$ cat config.mk
export PLATFORM = sky130hd
export DESIGN_NAME = spec_load_tracker
export DESIGN_NICKNAME = d
export VERILOG_FILES = /design/src/rtl/slt_pkg.sv /design/src/rtl/slt_match.sv /design/src/rtl/slt_victim.sv /design/src/rtl/slt_array.sv /design/src/rtl/spec_load_tracker.sv
export SDC_FILE = /design/constraint.sdc
export NUM_CORES = 1
export LEC_CHECK = 0
export ABC_CLOCK_PERIOD_IN_PS = 12050
export BUFFER_PORTS_ARGS = -buffer_cell sky130_fd_sc_hd__buf_2
export CAP_MARGIN = 15
export CORE_UTILIZATION = 55
export CTS_CLUSTER_SIZE = 14
export DETAILED_ROUTE_END_ITERATION = 16
export PLACE_DENSITY = 0.7
export SYNTH_ARGS = -nofsm -noshare
export SYNTH_HDL_FRONTEND = slang
export SYNTH_SLANG_ARGS = --single-unit
export TNS_END_PERCENT = 10
$ cat constraint.sdc
create_clock -name clk -period 12.05 [get_ports clk]
set_input_delay 1.8075 -clock clk [delete_from_list [all_inputs] [get_ports clk]]
set_output_delay 1.8075 -clock clk [all_outputs]
set_load 0.02 [all_outputs]
$ cat src/rtl/slt_pkg.sv
package slt_pkg;

  // How the slot for an incoming hoisted load was chosen.
  typedef enum logic [1:0] {
    PICK_REG   = 2'd0,  // register already owns a live slot
    PICK_FREE  = 2'd1,  // lowest empty slot
    PICK_EVICT = 2'd2   // table full, round-robin victim
  } pick_e;

endpackage

$ cat src/rtl/slt_match.sv
// Parallel comparators for all slots: store block address, insert register,
// check register. Only live slots can match.
module slt_match #(
  parameter int ENTRIES = 16,
  parameter int REG_W   = 7,
  parameter int TAG_W   = 29
) (
  input  logic [ENTRIES-1:0]            valid_q,
  input  logic [ENTRIES-1:0][REG_W-1:0] reg_q,
  input  logic [ENTRIES-1:0][TAG_W-1:0] tag_q,
  input  logic [TAG_W-1:0]              st_tag,
  input  logic [REG_W-1:0]              ins_reg,
  input  logic [REG_W-1:0]              chk_reg,
  output logic [ENTRIES-1:0]            st_hit,
  output logic [ENTRIES-1:0]            ins_hit,
  output logic [ENTRIES-1:0]            chk_hit
);

  for (genvar g = 0; g < ENTRIES; g++) begin : g_cmp
    assign st_hit[g]  = valid_q[g] && (tag_q[g] == st_tag);
    assign ins_hit[g] = valid_q[g] && (reg_q[g] == ins_reg);
    assign chk_hit[g] = valid_q[g] && (reg_q[g] == chk_reg);
  end

endmodule

$ cat src/rtl/slt_victim.sv
// Chooses the slot an insert writes: the register's own slot, else the
// lowest free slot, else the round-robin pointer (which then advances).
module slt_victim
  import slt_pkg::*;
#(
  parameter int ENTRIES = 16,
  localparam int IDX_W  = (ENTRIES > 1) ? $clog2(ENTRIES) : 1
) (
  input  logic               clk,
  input  logic               rst,
  input  logic               ins_valid,
  input  logic [ENTRIES-1:0] valid_q,
  input  logic [ENTRIES-1:0] ins_hit,
  output logic [IDX_W-1:0]   slot,
  output pick_e              pick
);

  logic [IDX_W-1:0] rr_q;
  logic [IDX_W-1:0] free_idx;
  logic [IDX_W-1:0] hit_idx;
  logic             free_any;

  always_comb begin
    free_any = 1'b0;
    free_idx = '0;
    for (int i = ENTRIES - 1; i >= 0; i--) begin
      if (!valid_q[i]) begin
        free_any = 1'b1;
        free_idx = IDX_W'(i);
      end
    end
  end

  always_comb begin
    hit_idx = '0;
    for (int i = 0; i < ENTRIES; i++) begin
      if (ins_hit[i]) hit_idx = hit_idx | IDX_W'(i);
    end
  end

  always_comb begin
    if (|ins_hit) begin
      pick = PICK_REG;
      slot = hit_idx;
    end else if (free_any) begin
      pick = PICK_FREE;
      slot = free_idx;
    end else begin
      pick = PICK_EVICT;
      slot = rr_q;
    end
  end

  always_ff @(posedge clk) begin
    if (rst) begin
      rr_q <= '0;
    end else if (ins_valid && pick == PICK_EVICT) begin
      rr_q <= (rr_q == IDX_W'(ENTRIES - 1)) ? '0 : rr_q + 1'b1;
    end
  end

endmodule

$ cat src/rtl/slt_array.sv
// Slot storage. Live bits reset; register and tag fields do not.
// An insert to a slot takes precedence over a store clearing it.
module slt_array #(
  parameter int ENTRIES = 16,
  parameter int REG_W   = 7,
  parameter int TAG_W   = 29,
  localparam int IDX_W  = (ENTRIES > 1) ? $clog2(ENTRIES) : 1
) (
  input  logic                          clk,
  input  logic                          rst,
  input  logic                          ins_valid,
  input  logic [IDX_W-1:0]              ins_slot,
  input  logic [REG_W-1:0]              ins_reg,
  input  logic [TAG_W-1:0]              ins_tag,
  input  logic                          st_valid,
  input  logic [ENTRIES-1:0]            st_hit,
  output logic [ENTRIES-1:0]            valid_q,
  output logic [ENTRIES-1:0][REG_W-1:0] reg_q,
  output logic [ENTRIES-1:0][TAG_W-1:0] tag_q
);

  for (genvar g = 0; g < ENTRIES; g++) begin : g_slot
    logic wr;
    assign wr = ins_valid && (ins_slot == IDX_W'(g));

    always_ff @(posedge clk) begin
      if (rst) begin
        valid_q[g] <= 1'b0;
      end else if (wr) begin
        valid_q[g] <= 1'b1;
      end else if (st_valid && st_hit[g]) begin
        valid_q[g] <= 1'b0;
      end
    end

    always_ff @(posedge clk) begin
      if (wr) begin
        reg_q[g] <= ins_reg;
        tag_q[g] <= ins_tag;
      end
    end
  end

endmodule

$ cat src/rtl/spec_load_tracker.sv
module spec_load_tracker
  import slt_pkg::*;
#(
  parameter int ENTRIES  = 16,
  parameter int REG_W    = 7,
  parameter int ADDR_W   = 32,
  parameter int GRAN_LOG2 = 3,
  localparam int TAG_W   = ADDR_W - GRAN_LOG2,
  localparam int IDX_W   = (ENTRIES > 1) ? $clog2(ENTRIES) : 1
) (
  input  logic              clk,
  input  logic              rst,
  input  logic              ins_valid,
  input  logic [REG_W-1:0]  ins_reg,
  input  logic [ADDR_W-1:0] ins_addr,
  input  logic              st_valid,
  input  logic [ADDR_W-1:0] st_addr,
  input  logic              chk_valid,
  input  logic [REG_W-1:0]  chk_reg,
  output logic              res_valid,
  output logic              res_ok
);

  logic [TAG_W-1:0]              ins_tag;
  logic [TAG_W-1:0]              st_tag;
  logic [ENTRIES-1:0]            valid_q;
  logic [ENTRIES-1:0][REG_W-1:0] reg_q;
  logic [ENTRIES-1:0][TAG_W-1:0] tag_q;
  logic [ENTRIES-1:0]            st_hit;
  logic [ENTRIES-1:0]            ins_hit;
  logic [ENTRIES-1:0]            chk_hit;
  logic [IDX_W-1:0]              slot;
  pick_e                         pick;

  assign ins_tag = ins_addr[ADDR_W-1:GRAN_LOG2];
  assign st_tag  = st_addr[ADDR_W-1:GRAN_LOG2];

  slt_match #(.ENTRIES(ENTRIES), .REG_W(REG_W), .TAG_W(TAG_W)) i_match (
    .valid_q (valid_q),
    .reg_q   (reg_q),
    .tag_q   (tag_q),
    .st_tag  (st_tag),
    .ins_reg (ins_reg),
    .chk_reg (chk_reg),
    .st_hit  (st_hit),
    .ins_hit (ins_hit),
    .chk_hit (chk_hit)
  );

  slt_victim #(.ENTRIES(ENTRIES)) i_victim (
    .clk       (clk),
    .rst       (rst),
    .ins_valid (ins_valid),
    .valid_q   (valid_q),
    .ins_hit   (ins_hit),
    .slot      (slot),
    .pick      (pick)
  );

  slt_array #(.ENTRIES(ENTRIES), .REG_W(REG_W), .TAG_W(TAG_W)) i_array (
    .clk       (clk),
    .rst       (rst),
    .ins_valid (ins_valid),
    .ins_slot  (slot),
    .ins_reg   (ins_reg),
    .ins_tag   (ins_tag),
    .st_valid  (st_valid),
    .st_hit    (st_hit),
    .valid_q   (valid_q),
    .reg_q     (reg_q),
    .tag_q     (tag_q)
  );

  // Registered result; lookup uses pre-update contents.
  always_ff @(posedge clk) begin
    if (rst) begin
      res_valid <= 1'b0;
      res_ok    <= 1'b0;
    end else begin
      res_valid <= chk_valid;
      res_ok    <= chk_valid && (|chk_hit);
    end
  end

endmodule

==> flow_summary.yaml, run 1 <==
run_status:
  status: "finished, final reports clean"
worst_hold_path:
  worstHoldPathCells: 2
  worstHoldStart: "i_victim.rr_q[0]$_SDFFE_PP0P_"
  min_path_type: "register to register"
  min_to: "i_victim.rr_q[0]$_SDFFE_PP0P_"
timing:
  hold_ws_ns: 0.531
  hold_violations: 0
  setup_violations: 0
  report.final.slew_viol_count: 0
  setup_ws_ns: 6.53
  post-route-min-period_ns: 5.52
  slew_headroom_pct: 31.6
  period_share_pct: 45.8
  worstMarginPinSlew_ns: 1.02
  fmaxAchievable_mhz: 181
  rsz0062_at_grt: "false"
  finClkSkew_ns: 0.0284
  fin_setup_tns_ns: 0
power:
  leakage_nw: 9.51
  power.share.clock_pct: 42.5
  seq_power_share_pct: 50.6
  pwr_density_cell_nw_per_um2: 154
  p_total_mw: 4.58
  internal_power_mw: 3.56
  p_sw_mw: 1.03
  p_comb_share_pct: 6.9
  netSwitchingFraction_pct: 22.4
  vdd_drop_max_mv: 0.186
clock_network:
  clkSlewWorstSetupHoldPaths_ns: 0.06
  cts_inserted_buffers: 60
  htreeDepth: 2
  cts_buffer_depth: 3
  hold_buffers: 0
  clock-sinks: 598
  tritoncts: "yes"
  postCtsResizedCells: 0
  postCtsSetupRepairBufs: 0
  root_buffer: "clkbuf_16"
  clk_latency_ns: 0.64
drt:
  drt_pass1_iterations: 7
  dr_total_vias: 15400
  wl_per_cell_microns: 29.0
  drtAntennaViolNets: 0
  drc: 0
  totalWireLength_microns: 73200
  vias_per_cell: 6.10
  first_iter_violations: 1536
die:
  dieArea_sq_um: 49400
  ios: 85
  core-area_sq_um: 47800
  row_count: 80
  die_x_microns: 222
  initial_utilization_pct: 55.8
  die_h_microns: 222
synthesis:
  synth_ff_type: "edfxtp_1"
  synthArstFlopShare_pct: 0
  netlist_area_sq_um: 26700
  netlist_instances: 1782
  yosys.area.top_type: "edfxtp_1"
  synth-seq-cells: 598
  synth.yosys.warnings: 0
  syn-num-nets: 1866
  synth_edf_count: 576
  syn_area_per_cell_sq_um: 15.0
  synth_top_area_share_pct: 64.8
  yosysSeqAreaShare_pct: 66.4
  ys_top_cells_by_area: "edfxtp_1 (65%), xor2_1 (12%), xnor2_1 (10%)"
  yosys.cell_types.count: 49
final_layout:
  register_area_sq_um: 17700
  multi_input_area_sq_um: 8520
  final_util_pct: 62.1
  design_area_sq_um: 29700
  syn2layout_area_growth_pct: 11.4
  nNetsFinal: 1940
  stdcell_count: 2522
  drive_gt1_share_pct: 11.8
  fillers: 3546
worst_setup_path:
  path_cells: "buf_2, xnor2_2, nand4_1, or4_1, and4_1, nand3_1, mux2_2, nor3_2, buf_4"
  worstPathArrival_ns: 5.79
  cp_slowest_cell: "nor3_2"
  rrSetupSlack_ns: 8.03
  r2r_cells: 8
  crit_path_start_kind: "input port"
  path_class: "input port to register"
  reg2reg_from: "i_array.reg_q[65]$_DFFE_PP_"
  crit_fanout: 32
  critical_path.endpoint_type: "register"
  cp_data_required_time_ns: 12.32
  cp_top_family: "simple AND/OR/NAND/NOR gates"
  cp_num_buf_inv: 2
  r2r_end: "i_array.tag_q[57]$_DFFE_PP_"
  max_stage_delay_ns: 0.75
global_route:
  track_usage_pct: 30.0
  grt_pass1_vias: 15100
  grt_max_degree: 37
  grt_overflow: 0
  grt_pass1_wl_microns: 104000
  antenna_found_initial: 2
place:
  dp_hpwl_microns: 41600
  pre_cts_slack_ns: 5.92
  dpl.cell_count: 2409
  dpl_cell_area_sq_um: 27700
  globalplace.congestion: 0.839
  place.port_buffers: 78
flow_run:
  cap_violations: 0
## layer usage
layer	wire length [microns]	GRT usage, %
met5	0	0
met4	2590	11.1
met1	28600	40.0
met2	35500	49.9
met3	6460	4.56
## synthesized netlist by cell type (2+ instances only)
master,n
nand4_1,105
o31ai_2,2
nor3_1,18
or3_1,6
nor2_1,29
and3_1,2
and4_1,3
clkbuf_1,64
nor4_4,3
edfxtp_1,576
a31oi_1,2
nor2b_1,2
nand2_1,17
o31ai_1,13
buf_6,12
xor2_1,363
buf_1,11
o21ai_0,16
buf_2,3
dfxtp_1,22
xnor2_1,318
nor4_1,95
mux2i_1,2
nand2b_1,3
o2111ai_1,3
inv_1,12
a21oi_1,8
nand3b_1,14
nand3_1,23
buf_4,4
a41oi_1,3
or4_1,11
## kinds of logic after synthesis
group | synth area share (%)
xor+xnor | 22.4
fa+ha+maj | 0.0469
compound gates | 1.49
simple gates | 7.54
flops | 66.4
mux | 0.117
buf+inv | 1.95
## cell type report
cell class                      instances  area share [%]
Sequential cell                       598            59.7
Multi-Input combinational cell       1077            28.6
Clock buffer                           65            5.18
Tap cell                              615            2.59
Timing Repair Buffer                  107            2.05
Clock inverter                         47            1.73
Inverter                               12           0.151
Antenna cell                            1         0.00842
## worst max-delay path by stage
stage / to / start / slack, ns / cells after the start
2_1_floorplan: i_array.reg_q[105]$_DFFE_PP_ / ins_reg[1] / 5.36 / 10
3_3_place_gp: i_array.tag_q[34]$_DFFE_PP_ / ins_reg[1] / 5.97 / 9
3_5_place_dp: i_array.tag_q[57]$_DFFE_PP_ / ins_reg[1] / 5.92 / 9
4_1_cts: i_array.tag_q[55]$_DFFE_PP_ / ins_reg[1] / 6.55 / 9
5_1_grt: i_array.tag_q[57]$_DFFE_PP_ / ins_reg[1] / 6.39 / 9
6_report: i_array.tag_q[57]$_DFFE_PP_ / ins_reg[1] / 6.53 / 9
## layout by cell type (no fill, tap or decap), types with 4 or more instances in the layout
master	netlist	final
bufinv_16	0	11
or3_1	6	6
xor2_1	363	363
o31ai_1	13	13
nand2_1	17	17
clkinv_2	0	13
o21ai_0	16	16
inv_1	12	12
clkinv_1	0	16
nand3b_1	14	14
edfxtp_1	576	576
xnor2_1	318	318
clkbuf_16	0	61
a21oi_1	8	8
nor4_1	95	95
clkbuf_1	64	4
or4_1	11	11
nand4_1	105	105
buf_2	3	78
nor3_2	0	16
dfxtp_1	22	22
nor2_1	29	29
nand3_1	23	23
buf_4	4	29
## worst reg2reg max path: stages (launching register included)
cell	delay, ns
edfxtp_1	0.42
xnor2_1	0.15
nand4_1	0.11
or4_1	0.64
and4_1	0.33
nand3_1	0.18
mux2_2	0.54
nor3_2	0.75
buf_4	0.52
## flip-flops by register name, summed over array words and instances (netlist names)
name,count
i_array.tag_q,464
i_array.reg_q,112
i_array.valid_q,16
i_victim.rr_q,4
res_ok,1
res_valid,1
## power groups by stage
stage / Clock, mW / Combinational (mW) / Sequential [mW]
finish: 1.95 / 0.315 / 2.32
global route: 2.03 / 0.330 / 2.32
CTS: 1.96 / 0.314 / 2.32
detailed placement: 0 / 0.313 / 2.37
global placement: 0 / 0.307 / 2.36
floorplan: 0 / 0.182 / 2.36
Note: power is estimated with default switching activity, not from simulation.
==> run 2, diff against run 1 <==
--- a/config.mk
+++ b/config.mk
@@ -5,7 +5,7 @@
 export SDC_FILE = /design/constraint.sdc
 export NUM_CORES = 1
 export LEC_CHECK = 0
-export ABC_CLOCK_PERIOD_IN_PS = 12050
+export ABC_CLOCK_PERIOD_IN_PS = 5730
 export BUFFER_PORTS_ARGS = -buffer_cell sky130_fd_sc_hd__buf_2
 export CAP_MARGIN = 15
 export CORE_UTILIZATION = 55
==> constraint.sdc (replaced) <==
create_clock -name clk -period 5.73 [get_ports clk]
set_input_delay 0.8595 -clock clk [delete_from_list [all_inputs] [get_ports clk]]
set_output_delay 0.8595 -clock clk [all_outputs]
set_load 0.02 [all_outputs]
==> flow_summary.yaml, run 2 (same netlist as run 1, synthesis figures left out) <==
global_route:
  antenna_found_initial: 5
  grt_max_degree: 37
  grt_pass1_vias: 15500
  track_usage_pct: 31.1
  grt_overflow: 0
  grt_pass1_wl_microns: 108000
die:
  die_x_microns: 222
  ios: 85
  core-area_sq_um: 47800
  dieArea_sq_um: 49400
  die_h_microns: 222
  initial_utilization_pct: 55.8
  row_count: 80
final_layout:
  register_area_sq_um: 17700
  nNetsFinal: 1962
  reg.largest.list: "i_array.tag_q x464, i_array.reg_q x112, i_array.valid_q x16"
  final_cell_mix: "edfxtp_1 (576), xor2_1 (363), xnor2_1 (318)"
  design_area_sq_um: 29700
  final_common_cell: "edfxtp_1"
  fillers: 3588
  largest_register: "i_array.tag_q"
  multi_input_area_sq_um: 8520
  drive_gt1_share_pct: 12.1
  largest_reg_flops: 464
  antenna_cells: 0
  syn2layout_area_growth_pct: 11.3
clock_network:
  tritoncts: "yes"
  clk_latency_ns: 0.63
  clock-sinks: 598
  cts_inserted_buffers: 60
  htreeDepth: 2
  postCtsResizedCells: 0
  hold_buffers: 0
  clkSlewWorstSetupHoldPaths_ns: 0.06
  root_buffer: "clkbuf_16"
  cts_buffer_depth: 3
  postCtsSetupRepairBufs: 0
timing:
  setup_ws_ns: 1.53
  report.final.slew_viol_count: 0
  rsz0062_at_grt: "false"
  period_share_pct: 73.2
  worstMarginPinSlew_ns: 1.12
  finClkSkew_ns: 0.0238
  hold_ws_ns: 0.509
  slew_headroom_pct: 24.1
  hold_violations: 0
  setup_violations: 0
  fmaxAchievable_mhz: 238
  fin_setup_tns_ns: 0
  post-route-min-period_ns: 4.20
worst_setup_path:
  critical_path.endpoint_type: "register"
  max_stage_delay_ns: 0.66
  reg2reg_from: "i_array.valid_q[13]$_SDFFE_PP0P_"
  worstPathArrival_ns: 4.47
  cp_slowest_cell: "nor3_2"
  cp_data_required_time_ns: 6.01
  startpoint: "ins_reg[6]"
  cpMostUsedCell: "buf_4"
  path_class: "input port to register"
  path_cells: "buf_2, buf_4, xnor2_1, nand4_1, nor2_1, a41oi_1, and3_1, a31oi_2, nand3_1, nor3_2, buf_4"
  crit_fanout: 29
  crit_path_start_kind: "input port"
place:
  dpl_cell_area_sq_um: 27800
  dp_hpwl_microns: 45400
  pre_cts_slack_ns: 0.891
  place.port_buffers: 78
  globalplace.congestion: 0.846
power:
  vdd_drop_max_mv: 0.279
  leakage_nw: 9.53
  p_total_mw: 9.33
  pwr_density_cell_nw_per_um2: 314
drt:
  drc: 0
  totalWireLength_microns: 75300
  vias_per_cell: 6.17
  wl_per_cell_microns: 29.6
  drt_pass1_iterations: 9
  drtAntennaViolNets: 0
  dr_total_vias: 15700
  first_iter_violations: 1513
worst_hold_path:
  min_path_type: "input port to register"
  worstHoldStart: "chk_valid"
flow_run:
  cap_violations: 0
run_status:
  status: "finished, final reports clean"
==> run 2: changes by cell type in the layout (fill, tap and decap cells not counted), sizes merged <==
cell	change
buf	+22
clkbuf	+20
diode	-1
clkinvlp	-3
bufinv	-8
clkinv	-9
==> run 2: metrics by stage <==
stage	std cells	util, %
2_1_floorplan	1782	-
3_3_place_gp	2430	58.2
3_5_place_dp	2431	58.2
4_1_cts	2543	62.1
5_1_grt	2543	62.1
6_report	2543	62.1
==> run 2: final cells by class <==
class / instances / share of cell area, %
Clock buffer: 85 / 5.61
Clock inverter: 27 / 0.678
Inverter: 12 / 0.152
Multi-Input combinational cell: 1077 / 28.7
Sequential cell: 598 / 59.7
Tap cell: 615 / 2.59
Timing Repair Buffer: 129 / 2.59
==> run 2: power breakdown <==
group / leakage, nW / switching (mW) / total (mW) / internal, mW
registers: 5.38 / 0.0283 / 4.88 / 4.85
clock network: 0.916 / 1.62 / 3.77 / 2.15
logic: 3.23 / 0.479 / 0.683 / 0.204
total: 9.53 / 2.13 / 9.33 / 7.21
==> run 2: path summary, 6_finish.rpt <==
kind / end / slack, ns / depth (start not counted)
hold reg to reg: i_victim.rr_q[0]$_SDFFE_PP0P_ / 0.51 / 2
hold / removal: res_valid$_SDFF_PP0_ / 0.51 / 2
setup / recovery: i_array.tag_q[258]$_DFFE_PP_ / 1.53 / 11
setup reg to reg: i_array.tag_q[198]$_DFFE_PP_ / 1.91 / 10
==> run 2: critical path, delay by kind of cell <==
kind / cells / cell delay (ns)
compound gates: 2 / 0.55
xor+xnor: 1 / 0.13
buf+inv: 3 / 1.25
simple gates: 5 / 1.66
==> run 2: layer usage <==
layer	GRT usage, %	wire length (microns)	vias up
met5	0	27	-
met4	12.6	2970	4
met3	4.03	5830	160
met2	51.8	37100	728
met1	41.5	29400	8086
li1	-	-	6700
